[src/rtl/bscan_pkg.sv]
package bscan_pkg;

  typedef enum logic [1:0] {
    MODE_EXT    = 2'b00,
    MODE_SAMPLE = 2'b01,
    MODE_BYP_A  = 2'b10,
    MODE_BYP_B  = 2'b11
  } bscan_mode_e;

  function automatic int unsigned chain_len(input int unsigned n_in, input int unsigned n_out);
    return n_in + 2 * n_out;
  endfunction

  // Chain is in the scan path for external test and sample/preload.
  function automatic logic chain_path(input logic [1:0] m);
    bscan_mode_e e;
    e = bscan_mode_e'(m);
    return (e == MODE_EXT) || (e == MODE_SAMPLE);
  endfunction

  function automatic logic ext_mode(input logic [1:0] m);
    return bscan_mode_e'(m) == MODE_EXT;
  endfunction

endpackage

[src/rtl/bsr_in_cell.sv]
module bsr_in_cell (
  input  logic tck,
  input  logic trst_n,
  input  logic cap_fire,
  input  logic shf_fire,
  input  logic cap_d,
  input  logic ser_in,
  output logic stage_q
);
  always_ff @(posedge tck or negedge trst_n) begin
    if (!trst_n)       stage_q <= 1'b0;
    else if (cap_fire) stage_q <= cap_d;
    else if (shf_fire) stage_q <= ser_in;
  end
endmodule

[src/rtl/bsr_out_cell.sv]
module bsr_out_cell (
  input  logic tck,
  input  logic trst_n,
  input  logic cap_fire,
  input  logic shf_fire,
  input  logic upd_fire,
  input  logic cap_d,
  input  logic ser_in,
  output logic stage_q,
  output logic upd_q
);
  always_ff @(posedge tck or negedge trst_n) begin
    if (!trst_n)       stage_q <= 1'b0;
    else if (cap_fire) stage_q <= cap_d;
    else if (shf_fire) stage_q <= ser_in;
  end

  always_ff @(negedge tck or negedge trst_n) begin
    if (!trst_n)       upd_q <= 1'b0;
    else if (upd_fire) upd_q <= stage_q;
  end
endmodule

[src/rtl/bsr_chain.sv]
module bsr_chain #(
  parameter int unsigned N_IN  = 4,
  parameter int unsigned N_OUT = 3,
  localparam int unsigned L    = bscan_pkg::chain_len(N_IN, N_OUT)
) (
  input  logic             tck,
  input  logic             trst_n,
  input  logic             cap_fire,
  input  logic             shf_fire,
  input  logic             upd_fire,
  input  logic             tdi,
  input  logic [N_IN-1:0]  pin_in,
  input  logic [N_OUT-1:0] core_out,
  input  logic [N_OUT-1:0] core_oe,
  output logic [L-1:0]     stage_vec,
  output logic [N_OUT-1:0] lat_data,
  output logic [N_OUT-1:0] lat_en
);
  localparam int unsigned DATA_BASE = N_IN;
  localparam int unsigned EN_BASE   = N_IN + N_OUT;

  logic [L-1:0] ser_in;

  for (genvar i = 0; i < L; i++) begin : g_link
    if (i == L - 1) begin : g_head
      assign ser_in[i] = tdi;
    end else begin : g_mid
      assign ser_in[i] = stage_vec[i+1];
    end
  end

  for (genvar i = 0; i < N_IN; i++) begin : g_in
    bsr_in_cell u_cell (
      .tck      (tck),
      .trst_n   (trst_n),
      .cap_fire (cap_fire),
      .shf_fire (shf_fire),
      .cap_d    (pin_in[i]),
      .ser_in   (ser_in[i]),
      .stage_q  (stage_vec[i])
    );
  end

  for (genvar k = 0; k < N_OUT; k++) begin : g_out
    bsr_out_cell u_data (
      .tck      (tck),
      .trst_n   (trst_n),
      .cap_fire (cap_fire),
      .shf_fire (shf_fire),
      .upd_fire (upd_fire),
      .cap_d    (core_out[k]),
      .ser_in   (ser_in[DATA_BASE+k]),
      .stage_q  (stage_vec[DATA_BASE+k]),
      .upd_q    (lat_data[k])
    );
    bsr_out_cell u_en (
      .tck      (tck),
      .trst_n   (trst_n),
      .cap_fire (cap_fire),
      .shf_fire (shf_fire),
      .upd_fire (upd_fire),
      .cap_d    (core_oe[k]),
      .ser_in   (ser_in[EN_BASE+k]),
      .stage_q  (stage_vec[EN_BASE+k]),
      .upd_q    (lat_en[k])
    );
  end
endmodule

[src/rtl/bsr_bypass.sv]
module bsr_bypass (
  input  logic tck,
  input  logic trst_n,
  input  logic cap_fire,
  input  logic shf_fire,
  input  logic tdi,
  output logic byp_q
);
  always_ff @(posedge tck or negedge trst_n) begin
    if (!trst_n)       byp_q <= 1'b0;
    else if (cap_fire) byp_q <= 1'b0;
    else if (shf_fire) byp_q <= tdi;
  end
endmodule

[src/rtl/bsr_padmux.sv]
module bsr_padmux #(
  parameter int unsigned N_OUT = 3
) (
  input  logic             ext_on,
  input  logic [N_OUT-1:0] core_out,
  input  logic [N_OUT-1:0] core_oe,
  input  logic [N_OUT-1:0] lat_data,
  input  logic [N_OUT-1:0] lat_en,
  output logic [N_OUT-1:0] pad_out,
  output logic [N_OUT-1:0] pad_oe
);
  for (genvar k = 0; k < N_OUT; k++) begin : g_pad
    assign pad_out[k] = ext_on ? lat_data[k] : core_out[k];
    assign pad_oe[k]  = ext_on ? lat_en[k]   : core_oe[k];
  end
endmodule

[src/rtl/scan_boundary_reg.sv]
module scan_boundary_reg #(
  parameter int unsigned N_IN  = 4,
  parameter int unsigned N_OUT = 3
) (
  input  logic             tck,
  input  logic             trst_n,
  input  logic [1:0]       mode_sel,
  input  logic             capture_en,
  input  logic             shift_en,
  input  logic             update_en,
  input  logic             tdi,
  output logic             tdo,
  input  logic [N_IN-1:0]  pin_in,
  output logic [N_IN-1:0]  core_in,
  input  logic [N_OUT-1:0] core_out,
  input  logic [N_OUT-1:0] core_oe,
  output logic [N_OUT-1:0] pad_out,
  output logic [N_OUT-1:0] pad_oe
);
  localparam int unsigned L = bscan_pkg::chain_len(N_IN, N_OUT);

  // Named internal events, visible to the bound checker.
  logic             chain_sel;
  logic             ext_on;
  logic             cap_fire;
  logic             shf_fire;
  logic             upd_fire;
  logic             byp_cap;
  logic             byp_shf;
  logic             ser_sel;
  logic [L-1:0]     stage_vec;
  logic [N_OUT-1:0] lat_data;
  logic [N_OUT-1:0] lat_en;
  logic             byp_q;

  assign chain_sel = bscan_pkg::chain_path(mode_sel);
  assign ext_on    = bscan_pkg::ext_mode(mode_sel) & trst_n;
  assign cap_fire  = capture_en & chain_sel;
  assign shf_fire  = shift_en & chain_sel;
  assign upd_fire  = update_en & chain_sel;
  assign byp_cap   = capture_en & ~chain_sel;
  assign byp_shf   = shift_en & ~chain_sel;

  bsr_chain #(.N_IN(N_IN), .N_OUT(N_OUT)) u_chain (
    .tck       (tck),
    .trst_n    (trst_n),
    .cap_fire  (cap_fire),
    .shf_fire  (shf_fire),
    .upd_fire  (upd_fire),
    .tdi       (tdi),
    .pin_in    (pin_in),
    .core_out  (core_out),
    .core_oe   (core_oe),
    .stage_vec (stage_vec),
    .lat_data  (lat_data),
    .lat_en    (lat_en)
  );

  bsr_bypass u_bypass (
    .tck      (tck),
    .trst_n   (trst_n),
    .cap_fire (byp_cap),
    .shf_fire (byp_shf),
    .tdi      (tdi),
    .byp_q    (byp_q)
  );

  bsr_padmux #(.N_OUT(N_OUT)) u_pads (
    .ext_on   (ext_on),
    .core_out (core_out),
    .core_oe  (core_oe),
    .lat_data (lat_data),
    .lat_en   (lat_en),
    .pad_out  (pad_out),
    .pad_oe   (pad_oe)
  );

  assign ser_sel = chain_sel ? stage_vec[0] : byp_q;

  always_ff @(negedge tck or negedge trst_n) begin
    if (!trst_n) tdo <= 1'b0;
    else         tdo <= ser_sel;
  end

  assign core_in = pin_in;
endmodule

[config.mk]
export PLATFORM = sky130hd
export DESIGN_NAME = scan_boundary_reg
export DESIGN_NICKNAME = d
export VERILOG_FILES = /design/src/rtl/bscan_pkg.sv /design/src/rtl/bsr_in_cell.sv /design/src/rtl/bsr_out_cell.sv /design/src/rtl/bsr_chain.sv /design/src/rtl/bsr_bypass.sv /design/src/rtl/bsr_padmux.sv /design/src/rtl/scan_boundary_reg.sv
export SDC_FILE = /design/constraint.sdc
export NUM_CORES = 1
export LEC_CHECK = 0
export ABC_AREA = 0
export CORE_MARGIN = 1
export CORE_UTILIZATION = 50
export CTS_CLUSTER_DIAMETER = 30
export CTS_CLUSTER_SIZE = 12
export DETAILED_ROUTE_END_ITERATION = 8
export PLACE_DENSITY = 0.83
export SLEW_MARGIN = 20
export SYNTH_ARGS = -nofsm -noshare
export SYNTH_HDL_FRONTEND = slang
export SYNTH_SLANG_ARGS = --single-unit
[constraint.sdc]
create_clock -name tck -period 3.4 [get_ports tck]
set_input_delay 1.02 -clock tck [delete_from_list [all_inputs] [get_ports tck]]
set_output_delay 1.02 -clock tck [all_outputs]
set_load 0.01 [all_outputs]
==> flow_summary.html, run 1 <==
<table>
<tr><th>Metric</th><th>Value</th></tr>
<tr><th colspan="2">Outcome</th></tr>
<tr><td>Status</td><td>finished, violations left</td></tr>
<tr><td>Failing checks</td><td>setup timing</td></tr>
<tr><th colspan="2">Pwr</th></tr>
<tr><td>Total Power</td><td>0.517 mW</td></tr>
<tr><td>Cell-internal power</td><td>roughly 0.38 mW</td></tr>
<tr><td>Net switching power figure</td><td>~0.14 mW</td></tr>
<tr><td>Clock network fraction of total power</td><td>between 20% and 30%</td></tr>
<tr><td>Worst-case vdd ir drop</td><td>roughly 0.28 mV</td></tr>
<tr><td>Leakage</td><td>0.571 nW</td></tr>
<tr><td>Share of total power consumed by net switching</td><td>27.3%</td></tr>
<tr><td>Power density over cell area</td><td>384 mW/mm2</td></tr>
<tr><td>Sequential share of power</td><td>52.5%</td></tr>
<tr><td>Combinational power share</td><td>26.6%</td></tr>
<tr><th colspan="2">Flow run</th></tr>
<tr><td>Maxcap violations</td><td>0</td></tr>
<tr><th colspan="2">Global route</th></tr>
<tr><td>Overall track demand over capacity in global routing</td><td>21.3%</td></tr>
<tr><td>Number of global-route vias before repair</td><td>747</td></tr>
<tr><td>Largest net degree at the start of global routing</td><td>22</td></tr>
<tr><td>Initial antenna violation count</td><td>0</td></tr>
<tr><td>Total grt overflow</td><td>0</td></tr>
<tr><td>First-pass GRT wire length</td><td>3.22 mm</td></tr>
<tr><th colspan="2">Cells and area</th></tr>
<tr><td>Final Non-Filler Cells</td><td>142</td></tr>
<tr><td>Area growth from synthesis to final layout</td><td>33.0%</td></tr>
<tr><td>Diode count</td><td>0</td></tr>
<tr><td>Nets@finish</td><td>136</td></tr>
<tr><td>Fraction of final layout cells sized beyond drive strength 1</td><td>27.4%</td></tr>
<tr><td>Total non-filler cell area in the finished layout</td><td>0.00135 mm2</td></tr>
<tr><th colspan="2">Synthesis</th></tr>
<tr><td>Cell Area, Synth</td><td>0.00101 mm2</td></tr>
<tr><td>Count of cell types in the netlist</td><td>20</td></tr>
<tr><td>Instance count of the mapped netlist</td><td>89</td></tr>
<tr><td>Share of synthesized flip-flops with an asynchronous set or reset</td><td>100%</td></tr>
<tr><td>Number of warnings issued by yosys</td><td>0</td></tr>
<tr><td>Fraction of the yosys area taken by sequential cells</td><td>44.6%</td></tr>
<tr><td>Net count of the mapped netlist</td><td>107</td></tr>
<tr><td>Total of flip-flops plus latches after synthesis</td><td>18</td></tr>
<tr><td>Number of synthesized flops with an enable pin</td><td>0</td></tr>
<tr><td>Main synth FF type</td><td>sky130_fd_sc_hd__dfrtp_1</td></tr>
<tr><td>Average cell area after synthesis</td><td>about 11 um2</td></tr>
<tr><th colspan="2">Floorplan</th></tr>
<tr><td>Full die area</td><td>0.00221 mm2</td></tr>
<tr><td>Starting density of the core</td><td>56.1%</td></tr>
<tr><td>Core Region</td><td>approximately 0.0018 mm2</td></tr>
<tr><td>Horiz. Die Dim</td><td>47.0 um</td></tr>
<tr><td>Height of the die</td><td>47.0 um</td></tr>
<tr><td>I/O pin cnt</td><td>29</td></tr>
<tr><td>Std-Cell Rows</td><td>15</td></tr>
<tr><th colspan="2">Timing</th></tr>
<tr><td>Worst-case clock skew</td><td>2.79 ps</td></tr>
<tr><td>Slew of the pin with the lowest slew margin</td><td>638 ps</td></tr>
<tr><td>Unrepaired setup endpoints after global routing</td><td>true</td></tr>
<tr><td>Relative slew margins</td><td>57.3%</td></tr>
<tr><td>Final slew viol count</td><td>0</td></tr>
<tr><td>Final Hold Violating Endpoints</td><td>0</td></tr>
<tr><td>Final setup slack of the worst path</td><td>-366 ps</td></tr>
<tr><td>Setup violations, final</td><td>7</td></tr>
<tr><th colspan="2">Routing</th></tr>
<tr><td>Vias</td><td>765</td></tr>
<tr><td>Detailed-routing iteration count for the pre-antenna-repair pass</td><td>3</td></tr>
<tr><td>Detailed-route DRC error count</td><td>0</td></tr>
<tr><td>Post-detailed-route via-to-cell ratio</td><td>5.39</td></tr>
<tr><td>Routed wire length</td><td>2.12 mm</td></tr>
<tr><td>Remaining number of nets flagged by the antenna check after routing</td><td>0</td></tr>
<tr><td>Number of violations reported at the end of detailed-routing iteration 0</td><td>15</td></tr>
<tr><td>Routed wire per std cell</td><td>~15 um</td></tr>
<tr><th colspan="2">Worst hold path</th></tr>
<tr><td>Hold path startpoint</td><td>u_chain.g_out[1].u_en.upd_q$_DFFE_NN0P_</td></tr>
<tr><td>Worst Hold Class</td><td>reg2reg</td></tr>
<tr><th colspan="2">Setup path</th></tr>
<tr><td>Path type of the worst setup path</td><td>reg2out</td></tr>
<tr><td>Data arrival at the endpoint of the critical path</td><td>2750 ps</td></tr>
<tr><td>Critical path's slowest cell</td><td>sky130_fd_sc_hd__dfrtn_1</td></tr>
<tr><td>Critical Path Start</td><td>u_chain.g_out[1].u_data.upd_q$_DFFE_NN0P_</td></tr>
<tr><td>Worst EP required</td><td>about 2400 ps</td></tr>
<tr><td>Cell breakdown of the critical path</td><td>mux2_2, buf_6</td></tr>
<tr><td>Highest net fanout along the worst path</td><td>2</td></tr>
<tr><td>Longest individual stage delay on the worst path</td><td>360 ps</td></tr>
<tr><td>Start of the worst register-to-register path</td><td>u_chain.g_out[1].u_en.stage_q$_DFFE_PN0P_</td></tr>
<tr><td>Type of element capturing the critical path</td><td>primary output</td></tr>
<tr><td>Nature of the critical path startpoint</td><td>register</td></tr>
<tr><th colspan="2">CTS</th></tr>
<tr><td>Clock H-tree levels</td><td>1</td></tr>
<tr><td>Clk root buf</td><td>sky130_fd_sc_hd__clkbuf_4</td></tr>
<tr><td>CTS max path bufs</td><td>2</td></tr>
<tr><td>Clock tree from TritonCTS</td><td>built</td></tr>
<tr><td>Number of buffers added by the clock tree synthesis step</td><td>3</td></tr>
<tr><td>Clock-pin slew on the worst setup and hold paths</td><td>70 ps</td></tr>
<tr><td>Total number of clock tree sinks</td><td>18</td></tr>
<tr><td>Clock network latency to the later pin of the worst-skew pair</td><td>just under 300 ps</td></tr>
<tr><th colspan="2">Placement</th></tr>
<tr><td>Total instance count after detailed placement</td><td>137</td></tr>
<tr><td>Detailed placement HPWL</td><td>1.53 mm</td></tr>
<tr><td>Port Buffer Count</td><td>28</td></tr>
<tr><td>Routability congestion estimate</td><td>0.731</td></tr>
<tr><td>Placed inst area</td><td>0.00129 mm2</td></tr>
</table>
## sequential cells by signal, indices dropped and copies added (netlist names)
register                      count
u_chain.g_in.u_cell.stage_q       4
u_chain.g_out.u_data.stage_q      3
u_chain.g_out.u_data.upd_q        3
u_chain.g_out.u_en.stage_q        3
u_chain.g_out.u_en.upd_q          3
tdo                               1
u_bypass.byp_q                    1
## cell usage after synthesis (all sizes together) (2+ instances only)
master   n  area (um2)
nor3b   11        93.8
a221oi   2        17.5
inv     10        37.5
mux2    12         135
nor4b    8        70.1
o21ai    2        10.0
clkbuf   2        7.51
buf      9        67.6
dfrtn    7         175
dfrtp   11         275
nor2     2        7.51
a211oi   8        60.1
## cell families after synthesis
family	after synthesis	share of synthesized area, %
AND/OR/NAND/NOR	24	19.4
buffers and inverters	21	11.1
flip-flops	18	44.6
AO/OA/AOI/OAI	14	11.5
multiplexers	12	13.4
## placed cells by master (no fill, tap or decap), types with 2 or more instances in the layout
cell type                         netlist  final
sky130_fd_sc_hd__clkbuf_4               0      3
sky130_fd_sc_hd__nor2_1                 2      2
sky130_fd_sc_hd__buf_6                  2      6
sky130_fd_sc_hd__a211oi_1               8      8
sky130_fd_sc_hd__dfrtn_1                7      7
sky130_fd_sc_hd__dlygate4sd2_1          0      2
sky130_fd_sc_hd__inv_1                 10     10
sky130_fd_sc_hd__mux2_2                12      7
sky130_fd_sc_hd__clkdlybuf4s50_1        0     19
sky130_fd_sc_hd__mux2_4                 0      5
sky130_fd_sc_hd__dfrtp_1               11     11
sky130_fd_sc_hd__nor3b_1               10     10
sky130_fd_sc_hd__nor4b_1                8      8
sky130_fd_sc_hd__o21ai_0                2      2
sky130_fd_sc_hd__a221oi_1               2      2
sky130_fd_sc_hd__buf_4                  4      7
## per-stage QoR
stage               utilization, %  hold WS [ps]  worst slack, ps  TNS (ps)
finish                        74.7           462             -366     -2220
global route                  74.7           482             -387     -2440
CTS                           74.0           463             -356     -2210
detailed placement            71.7           458             -498     -5680
global placement              71.7           448             -456     -5370
floorplan                        -           434             -111      -666
## power groups by stage
stage                     clock network [mW]  registers, mW  logic (mW)
after floorplan                            0          0.268      0.0755
after global placement                     0          0.273       0.126
after detailed placement                   0          0.275       0.130
after CTS                              0.110          0.271       0.134
after global routing                   0.122          0.274       0.149
final                                  0.108          0.271       0.137
## area by class of cell
cell class	instances	area [um2]
well taps	25	31.3
multi-input cells	50	467
fillers	131	457
repair buffers	35	333
clock buffers	3	22.5
clock inverters	1	3.75
inverters	10	37.5
flip-flops and latches	18	450
## final timing paths
path                                                             endpoint  slack (ps)  depth (start not counted)
min in group asynchronous       u_chain.g_out[0].u_en.stage_q$_DFFE_PN0P_        1090                          2
worst min-delay path              u_chain.g_out[1].u_en.upd_q$_DFFE_NN0P_         460                          1
worst min register to register    u_chain.g_out[1].u_en.upd_q$_DFFE_NN0P_         460                          1
worst max register to register    u_chain.g_out[1].u_en.upd_q$_DFFE_NN0P_         870                          1
worst max-delay path                                           pad_out[1]        -370                          2
max in group asynchronous                                   tdo$_DFF_NN0_         490                          2
## metal layers
metal / vias to the layer above / share of wire [%] / track usage (%)
met5: - / 0 / 0
met4: 0 / 0.66 / 8.57
met3: 2 / 2.4 / 3.46
met2: 14 / 52 / 37.5
met1: 376 / 45 / 26.0
li1: 373 / - / -
## timing repair
action                                  4_1_cts  5_1_grt
pin swaps                                     0        0
endpoints found under the setup margin       13        7
gates resized for setup                      40        1
hold buffers                                  0        0
cloned                                        0        0
setup buffers                                 0        1
## worst max-delay path: cells and delay by family (launching register included)
| kind | cells | cell delay (ps) |
|---|---|---|
| mux | 1 | 280 |
| flops | 1 | 360 |
| buf+inv | 1 | 120 |
(Power assumes the default switching activity.)
==> run 2, diff against run 1 <==
SKIP_CTS_REPAIR_TIMING = 1   (was not set)
==> run 2 against run 1 <==
  * The flow still finishes with violations (setup timing)
  * Critical endpoint is now pad_out[0]
  * Flip-flop and latch count is the same
  * Register-to-register slack hardly changed
  * Highest routed layer unchanged
  * First-iteration DRC count fell by 47%
  * Global-route usage down 0.32 points
  * Worst setup slack better by 2.1 ps
  * Die area is the same
  * Via count up 1.6%
  * Count of clock-buffer cells in the layout is the same
  * Power down 0.80%
  * Critical path type unchanged
  * Combinational power is 3% lower
==> flow_summary.html, run 2 (synthesized netlist as in run 1, its figures left out) <==
<table>
<tr><th>Metric</th><th>Value</th></tr>
<tr><th colspan="2">Outcome</th></tr>
<tr><td>Status</td><td>finished, violations left</td></tr>
<tr><td>Failing checks</td><td>setup timing</td></tr>
<tr><th colspan="2">Cells and area</th></tr>
<tr><td>Largest register FFs</td><td>4 (unchanged)</td></tr>
<tr><td>Commonest cells after routing, fill and taps aside</td><td>sky130_fd_sc_hd__clkdlybuf4s50_1 (19), sky130_fd_sc_hd__dfrtp_1 (11), sky130_fd_sc_hd__inv_1 (10), sky130_fd_sc_hd__nor3b_1 (10)</td></tr>
<tr><td>Total non-filler cell area in the finished layout</td><td>0.00134 mm2 (-0.47%)</td></tr>
<tr><td>Diode count</td><td>0 (unchanged)</td></tr>
<tr><td>Fraction of final layout cells sized beyond drive strength 1</td><td>26.7% (-0.63 points)</td></tr>
<tr><td>Most frequent standard cell in the layout excluding fill and tap cells</td><td>sky130_fd_sc_hd__clkdlybuf4s50_1</td></tr>
<tr><td>Area growth from synthesis to final layout</td><td>32.4%</td></tr>
<tr><td>Nets@finish</td><td>135 (-0.74%)</td></tr>
<tr><td>Most flops, register</td><td>u_chain.g_in.u_cell.stage_q</td></tr>
<tr><th colspan="2">Routing</th></tr>
<tr><td>Remaining number of nets flagged by the antenna check after routing</td><td>0 (unchanged)</td></tr>
<tr><td>Detailed-route DRC error count</td><td>0 (unchanged)</td></tr>
<tr><td>Vias</td><td>777 (+1.6%)</td></tr>
<tr><td>Post-detailed-route via-to-cell ratio</td><td>5.51 (+2.3%)</td></tr>
<tr><td>Routed wire per std cell</td><td>15.1 um (+1.2%)</td></tr>
<tr><td>Number of violations reported at the end of detailed-routing iteration 0</td><td>8 (-7)</td></tr>
<tr><td>Detailed-routing iteration count for the pre-antenna-repair pass</td><td>4 (+1)</td></tr>
<tr><td>Routed wire length</td><td>2.13 mm (+0.52%)</td></tr>
<tr><th colspan="2">Global route</th></tr>
<tr><td>Largest net degree at the start of global routing</td><td>22 (unchanged)</td></tr>
<tr><td>Overall track demand over capacity in global routing</td><td>21.0% (-0.32 points)</td></tr>
<tr><td>Initial antenna violation count</td><td>0 (unchanged)</td></tr>
<tr><td>Number of global-route vias before repair</td><td>739 (-1.1%)</td></tr>
<tr><td>Total grt overflow</td><td>0 (unchanged)</td></tr>
<tr><td>First-pass GRT wire length</td><td>3.18 mm (-1.3%)</td></tr>
<tr><th colspan="2">Pwr</th></tr>
<tr><td>Power density over cell area</td><td>383 mW/mm2 (-0.33%)</td></tr>
<tr><td>Worst-case vdd ir drop</td><td>0.268 mV (-4.1%)</td></tr>
<tr><td>Leakage</td><td>0.580 nW (+1.6%)</td></tr>
<tr><td>Total Power</td><td>0.513 mW (-0.80%)</td></tr>
<tr><th colspan="2">CTS</th></tr>
<tr><td>Clock H-tree levels</td><td>1 (unchanged)</td></tr>
<tr><td>Number of buffers added by the clock tree synthesis step</td><td>3 (unchanged)</td></tr>
<tr><td>Clock-pin slew on the worst setup and hold paths</td><td>70 ps (about the same)</td></tr>
<tr><td>CTS max path bufs</td><td>2 (unchanged)</td></tr>
<tr><td>Clk root buf</td><td>sky130_fd_sc_hd__clkbuf_4</td></tr>
<tr><td>Clock network latency to the later pin of the worst-skew pair</td><td>290 ps (about the same)</td></tr>
<tr><td>Total number of clock tree sinks</td><td>18 (unchanged)</td></tr>
<tr><td>Clock tree from TritonCTS</td><td>built</td></tr>
<tr><th colspan="2">Setup path</th></tr>
<tr><td>Nature of the critical path startpoint</td><td>register</td></tr>
<tr><td>Start of the worst register-to-register path</td><td>u_chain.g_out[1].u_en.stage_q$_DFFE_PN0P_</td></tr>
<tr><td>R2R Setup Slk</td><td>870 ps (about the same)</td></tr>
<tr><td>Highest net fanout along the worst path</td><td>2 (unchanged)</td></tr>
<tr><td>Critical Path Start</td><td>u_chain.g_out[0].u_data.upd_q$_DFFE_NN0P_</td></tr>
<tr><td>Type of element capturing the critical path</td><td>primary output</td></tr>
<tr><td>CP endpoint</td><td>pad_out[0]</td></tr>
<tr><td>Path type of the worst setup path</td><td>reg2out</td></tr>
<tr><td>Cell breakdown of the critical path</td><td>mux2_4, buf_6</td></tr>
<tr><td>Reg-to-reg critical path endpoint</td><td>u_chain.g_out[1].u_en.upd_q$_DFFE_NN0P_</td></tr>
<tr><td>Longest individual stage delay on the worst path</td><td>360 ps (about the same)</td></tr>
<tr><td>Critical path's slowest cell</td><td>sky130_fd_sc_hd__dfrtn_1</td></tr>
<tr><td>Register-to-Register Path Depth</td><td>1 (unchanged)</td></tr>
<tr><td>Data arrival at the endpoint of the critical path</td><td>2740 ps (about the same)</td></tr>
<tr><td>Worst EP required</td><td>2380 ps (about the same)</td></tr>
<tr><th colspan="2">Flow run</th></tr>
<tr><td>Maxcap violations</td><td>0 (unchanged)</td></tr>
<tr><th colspan="2">Floorplan</th></tr>
<tr><td>Height of the die</td><td>47.0 um (unchanged)</td></tr>
<tr><td>Core Region</td><td>0.00180 mm2 (unchanged)</td></tr>
<tr><td>Std-Cell Rows</td><td>15 (unchanged)</td></tr>
<tr><td>I/O pin cnt</td><td>29 (unchanged)</td></tr>
<tr><td>Horiz. Die Dim</td><td>47.0 um (unchanged)</td></tr>
<tr><td>Full die area</td><td>0.00221 mm2 (unchanged)</td></tr>
<tr><td>Starting density of the core</td><td>56.1% (unchanged)</td></tr>
<tr><th colspan="2">Timing</th></tr>
<tr><td>Slew of the pin with the lowest slew margin</td><td>640 ps (+1.79 ps)</td></tr>
<tr><td>Final slew viol count</td><td>0 (unchanged)</td></tr>
<tr><td>Worst-case clock skew</td><td>1.53 ps (-1.26 ps)</td></tr>
<tr><td>Final setup slack of the worst path</td><td>-364 ps (+2.07 ps)</td></tr>
<tr><td>Min Hold Slack</td><td>461 ps (-0.163 ps)</td></tr>
<tr><td>Setup violations, final</td><td>7 (unchanged)</td></tr>
<tr><td>Relative slew margins</td><td>57.2% (-0.12 points)</td></tr>
<tr><td>Final Hold Violating Endpoints</td><td>0 (unchanged)</td></tr>
<tr><td>Unrepaired setup endpoints after global routing</td><td>true</td></tr>
<tr><th colspan="2">Placement</th></tr>
<tr><td>Routability congestion estimate</td><td>0.731 (unchanged)</td></tr>
<tr><td>Port Buffer Count</td><td>28 (unchanged)</td></tr>
<tr><td>Detailed placement HPWL</td><td>1.53 mm (unchanged)</td></tr>
<tr><td>Placed inst area</td><td>0.00129 mm2 (unchanged)</td></tr>
<tr><th colspan="2">Worst hold path</th></tr>
<tr><td>Worst Hold Class</td><td>reg2reg</td></tr>
</table>
-- run 2: changes by cell type in the layout (fill, tap and decap cells not counted), sizes merged --
| cell | before | now |
|---|---|---|
| dlymetal6s2s | 0 | 2 |
| buf | 14 | 12 |
| dlygate4sd2 | 2 | 0 |
| clkbuf | 3 | 4 |
-- run 2: per-stage QoR --
| step | utilization [%] | worst slack, ps | instances | TNS, ps |
|---|---|---|---|---|
| after global routing | 74.3 | -394 | 141 | -2470 |
| after CTS | 73.2 | -711 | 141 | -5910 |
| after global placement | 71.7 | -456 | 137 | -5370 |
| final | 74.3 | -364 | 141 | -2230 |
| after floorplan | - | -111 | 89 | -666 |
| after detailed placement | 71.7 | -498 | 137 | -5680 |
-- run 2: worst min-delay path by stage --
stage                                               from                                   endpoint  slack [ps]  depth (start not counted)
2_1_floorplan  u_chain.g_out[0].u_data.upd_q$_DFFE_NN0P_  u_chain.g_out[0].u_data.upd_q$_DFFE_NN0P_         430                          1
3_5_place_dp     u_chain.g_out[1].u_en.upd_q$_DFFE_NN0P_    u_chain.g_out[1].u_en.upd_q$_DFFE_NN0P_         460                          1
6_report         u_chain.g_out[1].u_en.upd_q$_DFFE_NN0P_    u_chain.g_out[1].u_en.upd_q$_DFFE_NN0P_         460                          1
5_1_grt          u_chain.g_out[1].u_en.upd_q$_DFFE_NN0P_    u_chain.g_out[1].u_en.upd_q$_DFFE_NN0P_         480                          1
3_3_place_gp     u_chain.g_out[0].u_en.upd_q$_DFFE_NN0P_    u_chain.g_out[0].u_en.upd_q$_DFFE_NN0P_         450                          1
4_1_cts          u_chain.g_out[1].u_en.upd_q$_DFFE_NN0P_    u_chain.g_out[1].u_en.upd_q$_DFFE_NN0P_         460                          1
-- run 2: per-layer routing --
| metal | part of all wire (%) | up-vias | global-route usage (%) |
|---|---|---|---|
| li1 | - | 372 | - |
| met1 | 45 | 385 | 26.0 |
| met2 | 51 | 18 | 36.4 |
| met3 | 2.8 | 2 | 3.46 |
| met4 | 0.66 | 0 | 8.57 |
| met5 | 0 | - | 0 |
-- run 2: area by class of cell --
cell class | instances | area [um2]
Timing Repair Buffer | 34 | 327
Clock buffer | 3 | 22.5
Inverter | 10 | 37.5
Clock inverter | 1 | 3.75
Tap cell | 25 | 31.3
Sequential cell | 18 | 450
Fill cell | 132 | 463
Multi-Input combinational cell | 50 | 467
-- run 2: where the power goes --
part	internal (mW)	leakage, nW	total (mW)	switching, mW
combinational	0.0789	0.366	0.133	0.0539
sequential	0.251	0.199	0.272	0.0213
clock	0.0426	0.0154	0.108	0.0655
total	0.372	0.580	0.513	0.141
-- run 2: worst max-delay path, delay by kind of cell, from the launching register on --
family | cells | cell delay (ps)
buffers and inverters | 1 | 120
DFF | 1 | 360
muxes | 1 | 270
==> run 3, diff against run 2 <==
clock period = 4.7 ns   (was 3.4 ns; I/O delays follow)
==> run 3 against run 2 <==
  * The run still ends with setup timing left
  * Power decreased by 25%
  * Cell area decreased by 0.19%
  * Via count increased by 0.64%
  * Core utilization decreased by 0.14 points
  * Flip-flop and latch count unchanged
  * Highest routed layer unchanged
  * Clock skew increased by 4.2 ps
  * Register-to-register slack improved by 650 ps
  * Sequential share of layout area increased by 0.063 points
  * Sequential power decreased by 28%
  * Die area unchanged
  * Combinational power decreased by 28%
==> flow_summary.html, run 3 (synthesized netlist as in run 1, its figures left out) <==
<table>
<tr><th>Metric</th><th>Value</th></tr>
<tr><th colspan="2">Outcome</th></tr>
<tr><td>Status</td><td>finished, violations left</td></tr>
<tr><td>Failing checks</td><td>setup timing</td></tr>
<tr><th colspan="2">Global route</th></tr>
<tr><td>Met1 global-route usage</td><td>29.0% (+3.1 points)</td></tr>
<tr><td>First-pass GRT wire length</td><td>3.39 mm (+6.7%)</td></tr>
<tr><td>Met2 Track Usage GR</td><td>34.4% (-1.9 points)</td></tr>
<tr><td>Number of global-route vias before repair</td><td>786 (+6.4%)</td></tr>
<tr><td>Global-route layer with the greatest usage</td><td>met2</td></tr>
<tr><td>Met3 Use GR</td><td>4.23% (+0.77 points)</td></tr>
<tr><td>Largest net degree at the start of global routing</td><td>27 (+23%)</td></tr>
<tr><td>Overall track demand over capacity in global routing</td><td>22.0% (+1.0 points)</td></tr>
<tr><td>Total grt overflow</td><td>0 (unchanged)</td></tr>
<tr><td>Initial antenna violation count</td><td>0 (unchanged)</td></tr>
<tr><th colspan="2">Timing</th></tr>
<tr><td>Worst-case clock skew</td><td>5.71 ps (+4.17 ps)</td></tr>
<tr><td>Slew of the pin with the lowest slew margin</td><td>680 ps (+39.6 ps)</td></tr>
<tr><td>Final setup slack of the worst path</td><td>-108 ps (+257 ps)</td></tr>
<tr><td>Setup TNS Final</td><td>-555 ps (+1680 ps)</td></tr>
<tr><td>Final slew viol count</td><td>0 (unchanged)</td></tr>
<tr><td>Unrepaired setup endpoints after global routing</td><td>true</td></tr>
<tr><td>Final Hold Violating Endpoints</td><td>0 (unchanged)</td></tr>
<tr><td>Setup violations, final</td><td>6 (-1)</td></tr>
<tr><td>Relative slew margins</td><td>54.5% (-2.6 points)</td></tr>
<tr><th colspan="2">Cells and area</th></tr>
<tr><td>Most frequent standard cell in the layout excluding fill and tap cells</td><td>sky130_fd_sc_hd__clkdlybuf4s50_1</td></tr>
<tr><td>Filler Cells Inserted</td><td>144 (+9.1%)</td></tr>
<tr><td>Total non-filler cell area in the finished layout</td><td>0.00134 mm2 (-0.19%)</td></tr>
<tr><td>Commonest cells after routing, fill and taps aside</td><td>sky130_fd_sc_hd__clkdlybuf4s50_1 (21), sky130_fd_sc_hd__dfrtp_1 (11), sky130_fd_sc_hd__inv_1 (10), sky130_fd_sc_hd__nor3b_1 (10)</td></tr>
<tr><td>Diode count</td><td>0 (unchanged)</td></tr>
<tr><td>End-of-flow core utilization</td><td>74.2% (-0.14 points)</td></tr>
<tr><td>Area growth from synthesis to final layout</td><td>32.2%</td></tr>
<tr><td>Most flops, register</td><td>u_chain.g_in.u_cell.stage_q</td></tr>
<tr><td>Fraction of final layout cells sized beyond drive strength 1</td><td>25.4% (-1.3 points)</td></tr>
<tr><td>Final Non-Filler Cells</td><td>139 (-1.4%)</td></tr>
<tr><td>Largest register FFs</td><td>4 (unchanged)</td></tr>
<tr><td>Nets@finish</td><td>133 (-1.5%)</td></tr>
<tr><th colspan="2">Worst hold path</th></tr>
<tr><td>Worst Hold Class</td><td>reg2reg</td></tr>
<tr><td>Worst hold path stage count</td><td>1 (unchanged)</td></tr>
<tr><td>Hold path startpoint</td><td>u_chain.g_out[0].u_en.upd_q$_DFFE_NN0P_</td></tr>
<tr><td>Destination of the worst hold path</td><td>u_chain.g_out[0].u_en.upd_q$_DFFE_NN0P_</td></tr>
<tr><th colspan="2">Routing</th></tr>
<tr><td>Detailed-route DRC error count</td><td>0 (unchanged)</td></tr>
<tr><td>Post-detailed-route via-to-cell ratio</td><td>5.63 (+2.1%)</td></tr>
<tr><td>Routed wire length</td><td>2.09 mm (-2.1%)</td></tr>
<tr><td>Remaining number of nets flagged by the antenna check after routing</td><td>0 (unchanged)</td></tr>
<tr><td>Number of violations reported at the end of detailed-routing iteration 0</td><td>7 (-1)</td></tr>
<tr><td>Routed wire per std cell</td><td>15.0 um (-0.70%)</td></tr>
<tr><td>Detailed-routing iteration count for the pre-antenna-repair pass</td><td>4 (unchanged)</td></tr>
<tr><td>Vias</td><td>782 (+0.64%)</td></tr>
<tr><th colspan="2">CTS</th></tr>
<tr><td>Clk root buf</td><td>sky130_fd_sc_hd__clkbuf_4</td></tr>
<tr><td>Clock tree from TritonCTS</td><td>built</td></tr>
<tr><td>Total number of clock tree sinks</td><td>18 (unchanged)</td></tr>
<tr><td>Number of buffers added by the clock tree synthesis step</td><td>3 (unchanged)</td></tr>
<tr><td>CTS max path bufs</td><td>2 (unchanged)</td></tr>
<tr><td>Clock network latency to the later pin of the worst-skew pair</td><td>290 ps (about the same)</td></tr>
<tr><td>Clock-pin slew on the worst setup and hold paths</td><td>70 ps (about the same)</td></tr>
<tr><td>Clock H-tree levels</td><td>1 (unchanged)</td></tr>
<tr><th colspan="2">Setup path</th></tr>
<tr><td>Worst EP required</td><td>3290 ps (+910 ps)</td></tr>
<tr><td>R2R Setup Slk</td><td>1520 ps (+650 ps)</td></tr>
<tr><td>Path type of the worst setup path</td><td>reg2out</td></tr>
<tr><td>Nature of the critical path startpoint</td><td>register</td></tr>
<tr><td>Highest net fanout along the worst path</td><td>2 (unchanged)</td></tr>
<tr><td>Reg-to-reg critical path endpoint</td><td>u_chain.g_out[2].u_en.upd_q$_DFFE_NN0P_</td></tr>
<tr><td>Type of element capturing the critical path</td><td>primary output</td></tr>
<tr><td>Start of the worst register-to-register path</td><td>u_chain.g_out[2].u_en.stage_q$_DFFE_PN0P_</td></tr>
<tr><td>Data arrival at the endpoint of the critical path</td><td>3400 ps (+660 ps)</td></tr>
<tr><td>Register-to-Register Path Depth</td><td>1 (unchanged)</td></tr>
<tr><th colspan="2">Pwr</th></tr>
<tr><td>Worst-case vdd ir drop</td><td>0.193 mV (-28%)</td></tr>
<tr><td>Share of total power consumed by net switching</td><td>26.2% (-1.3 points)</td></tr>
<tr><td>Power density over cell area</td><td>289 mW/mm2 (-25%)</td></tr>
<tr><td>Clock network fraction of total power</td><td>24.3% (+3.2 points)</td></tr>
<tr><td>Net switching power figure</td><td>0.101 mW (-28%)</td></tr>
<tr><td>Sequential share of power</td><td>50.9% (-2.1 points)</td></tr>
<tr><td>Cell-internal power</td><td>0.285 mW (-23%)</td></tr>
<tr><td>Leakage</td><td>0.569 nW (-2.0%)</td></tr>
<tr><td>Combinational power share</td><td>24.8% (-1.1 points)</td></tr>
<tr><th colspan="2">Placement</th></tr>
<tr><td>Post-Place Setup Slack</td><td>-228 ps (+270 ps)</td></tr>
<tr><td>Detailed placement HPWL</td><td>1.47 mm (-3.7%)</td></tr>
<tr><td>Total instance count after detailed placement</td><td>135 (-1.5%)</td></tr>
<tr><td>Placed inst area</td><td>0.00128 mm2 (-1.2%)</td></tr>
<tr><td>Routability congestion estimate</td><td>0.744 (+1.7%)</td></tr>
<tr><td>Port Buffer Count</td><td>28 (unchanged)</td></tr>
<tr><th colspan="2">Floorplan</th></tr>
<tr><td>Horiz. Die Dim</td><td>47.0 um (unchanged)</td></tr>
<tr><td>Full die area</td><td>0.00221 mm2 (unchanged)</td></tr>
<tr><td>Std-Cell Rows</td><td>15 (unchanged)</td></tr>
<tr><td>I/O pin cnt</td><td>29 (unchanged)</td></tr>
<tr><td>Height of the die</td><td>47.0 um (unchanged)</td></tr>
<tr><td>Starting density of the core</td><td>56.1% (unchanged)</td></tr>
<tr><td>Core Region</td><td>0.00180 mm2 (unchanged)</td></tr>
<tr><th colspan="2">Flow run</th></tr>
<tr><td>Maxcap violations</td><td>0 (unchanged)</td></tr>
</table>
==> run 3: changes by cell type in the layout (fill, tap and decap cells not counted) <==
cell                              before  now
sky130_fd_sc_hd__clkdlybuf4s50_1      19   21
sky130_fd_sc_hd__clkbuf_8              0    1
sky130_fd_sc_hd__dlymetal6s2s_1        2    1
sky130_fd_sc_hd__buf_4                 6    4
sky130_fd_sc_hd__clkinv_1              1    0
sky130_fd_sc_hd__buf_2                 1    0
==> run 3: per-layer routing <==
| layer | share of wire (%) | vias to the layer above |
|---|---|---|
| li1 | - | 370 |
| met1 | 46 | 386 |
| met2 | 49 | 24 |
| met3 | 4.2 | 2 |
| met4 | 0.53 | 0 |
| met5 | 0 | - |
==> run 3: worst max-delay path by stage <==
stage                                               from                                         to  slack, ps  cells past startpoint
2_1_floorplan                                mode_sel[1]  u_chain.g_out[0].u_data.upd_q$_DFFE_NN0P_        140                      4
3_3_place_gp                                 mode_sel[1]    u_chain.g_out[2].u_en.upd_q$_DFFE_NN0P_       -190                      3
3_5_place_dp                                 mode_sel[1]    u_chain.g_out[2].u_en.upd_q$_DFFE_NN0P_       -230                      3
4_1_cts        u_chain.g_out[2].u_data.upd_q$_DFFE_NN0P_                                 pad_out[2]       -470                      2
5_1_grt        u_chain.g_out[0].u_data.upd_q$_DFFE_NN0P_                                 pad_out[0]       -150                      2
6_report         u_chain.g_out[1].u_en.upd_q$_DFFE_NN0P_                                  pad_oe[1]       -110                      2
==> run 3: layout make-up <==
type,count,area (um2),area share [%]
tap,25,31.3,2.34
inverter,10,37.5,2.81
clock buffer,4,36.3,2.72
timing repair buffer,32,314,23.5
multi-input combinational,50,467,34.9
sequential,18,450,33.7
==> run 3: worst max-delay path, stage by stage (launching register included) <==
cell                      delay (ps)
sky130_fd_sc_hd__dfrtn_1         370
sky130_fd_sc_hd__mux2_4          270
sky130_fd_sc_hd__buf_6           120
==> run 3: power by group through the flow <==
stage / clock [mW] / combinational (mW) / sequential [mW]
6_report: 0.0939 / 0.0957 / 0.197
5_1_grt: 0.106 / 0.104 / 0.200
4_1_cts: 0.0961 / 0.0938 / 0.196
3_5_place_dp: 0 / 0.0929 / 0.199
3_3_place_gp: 0 / 0.0896 / 0.198
2_1_floorplan: 0 / 0.0543 / 0.194
==> run 3: through the flow <==
step / power (mW) / hold WS (ps)
after global placement: 0.287 / 446
after global routing: 0.410 / 475
final: 0.386 / 456
after CTS: 0.386 / 453
after floorplan: 0.248 / 434
after detailed placement: 0.291 / 449
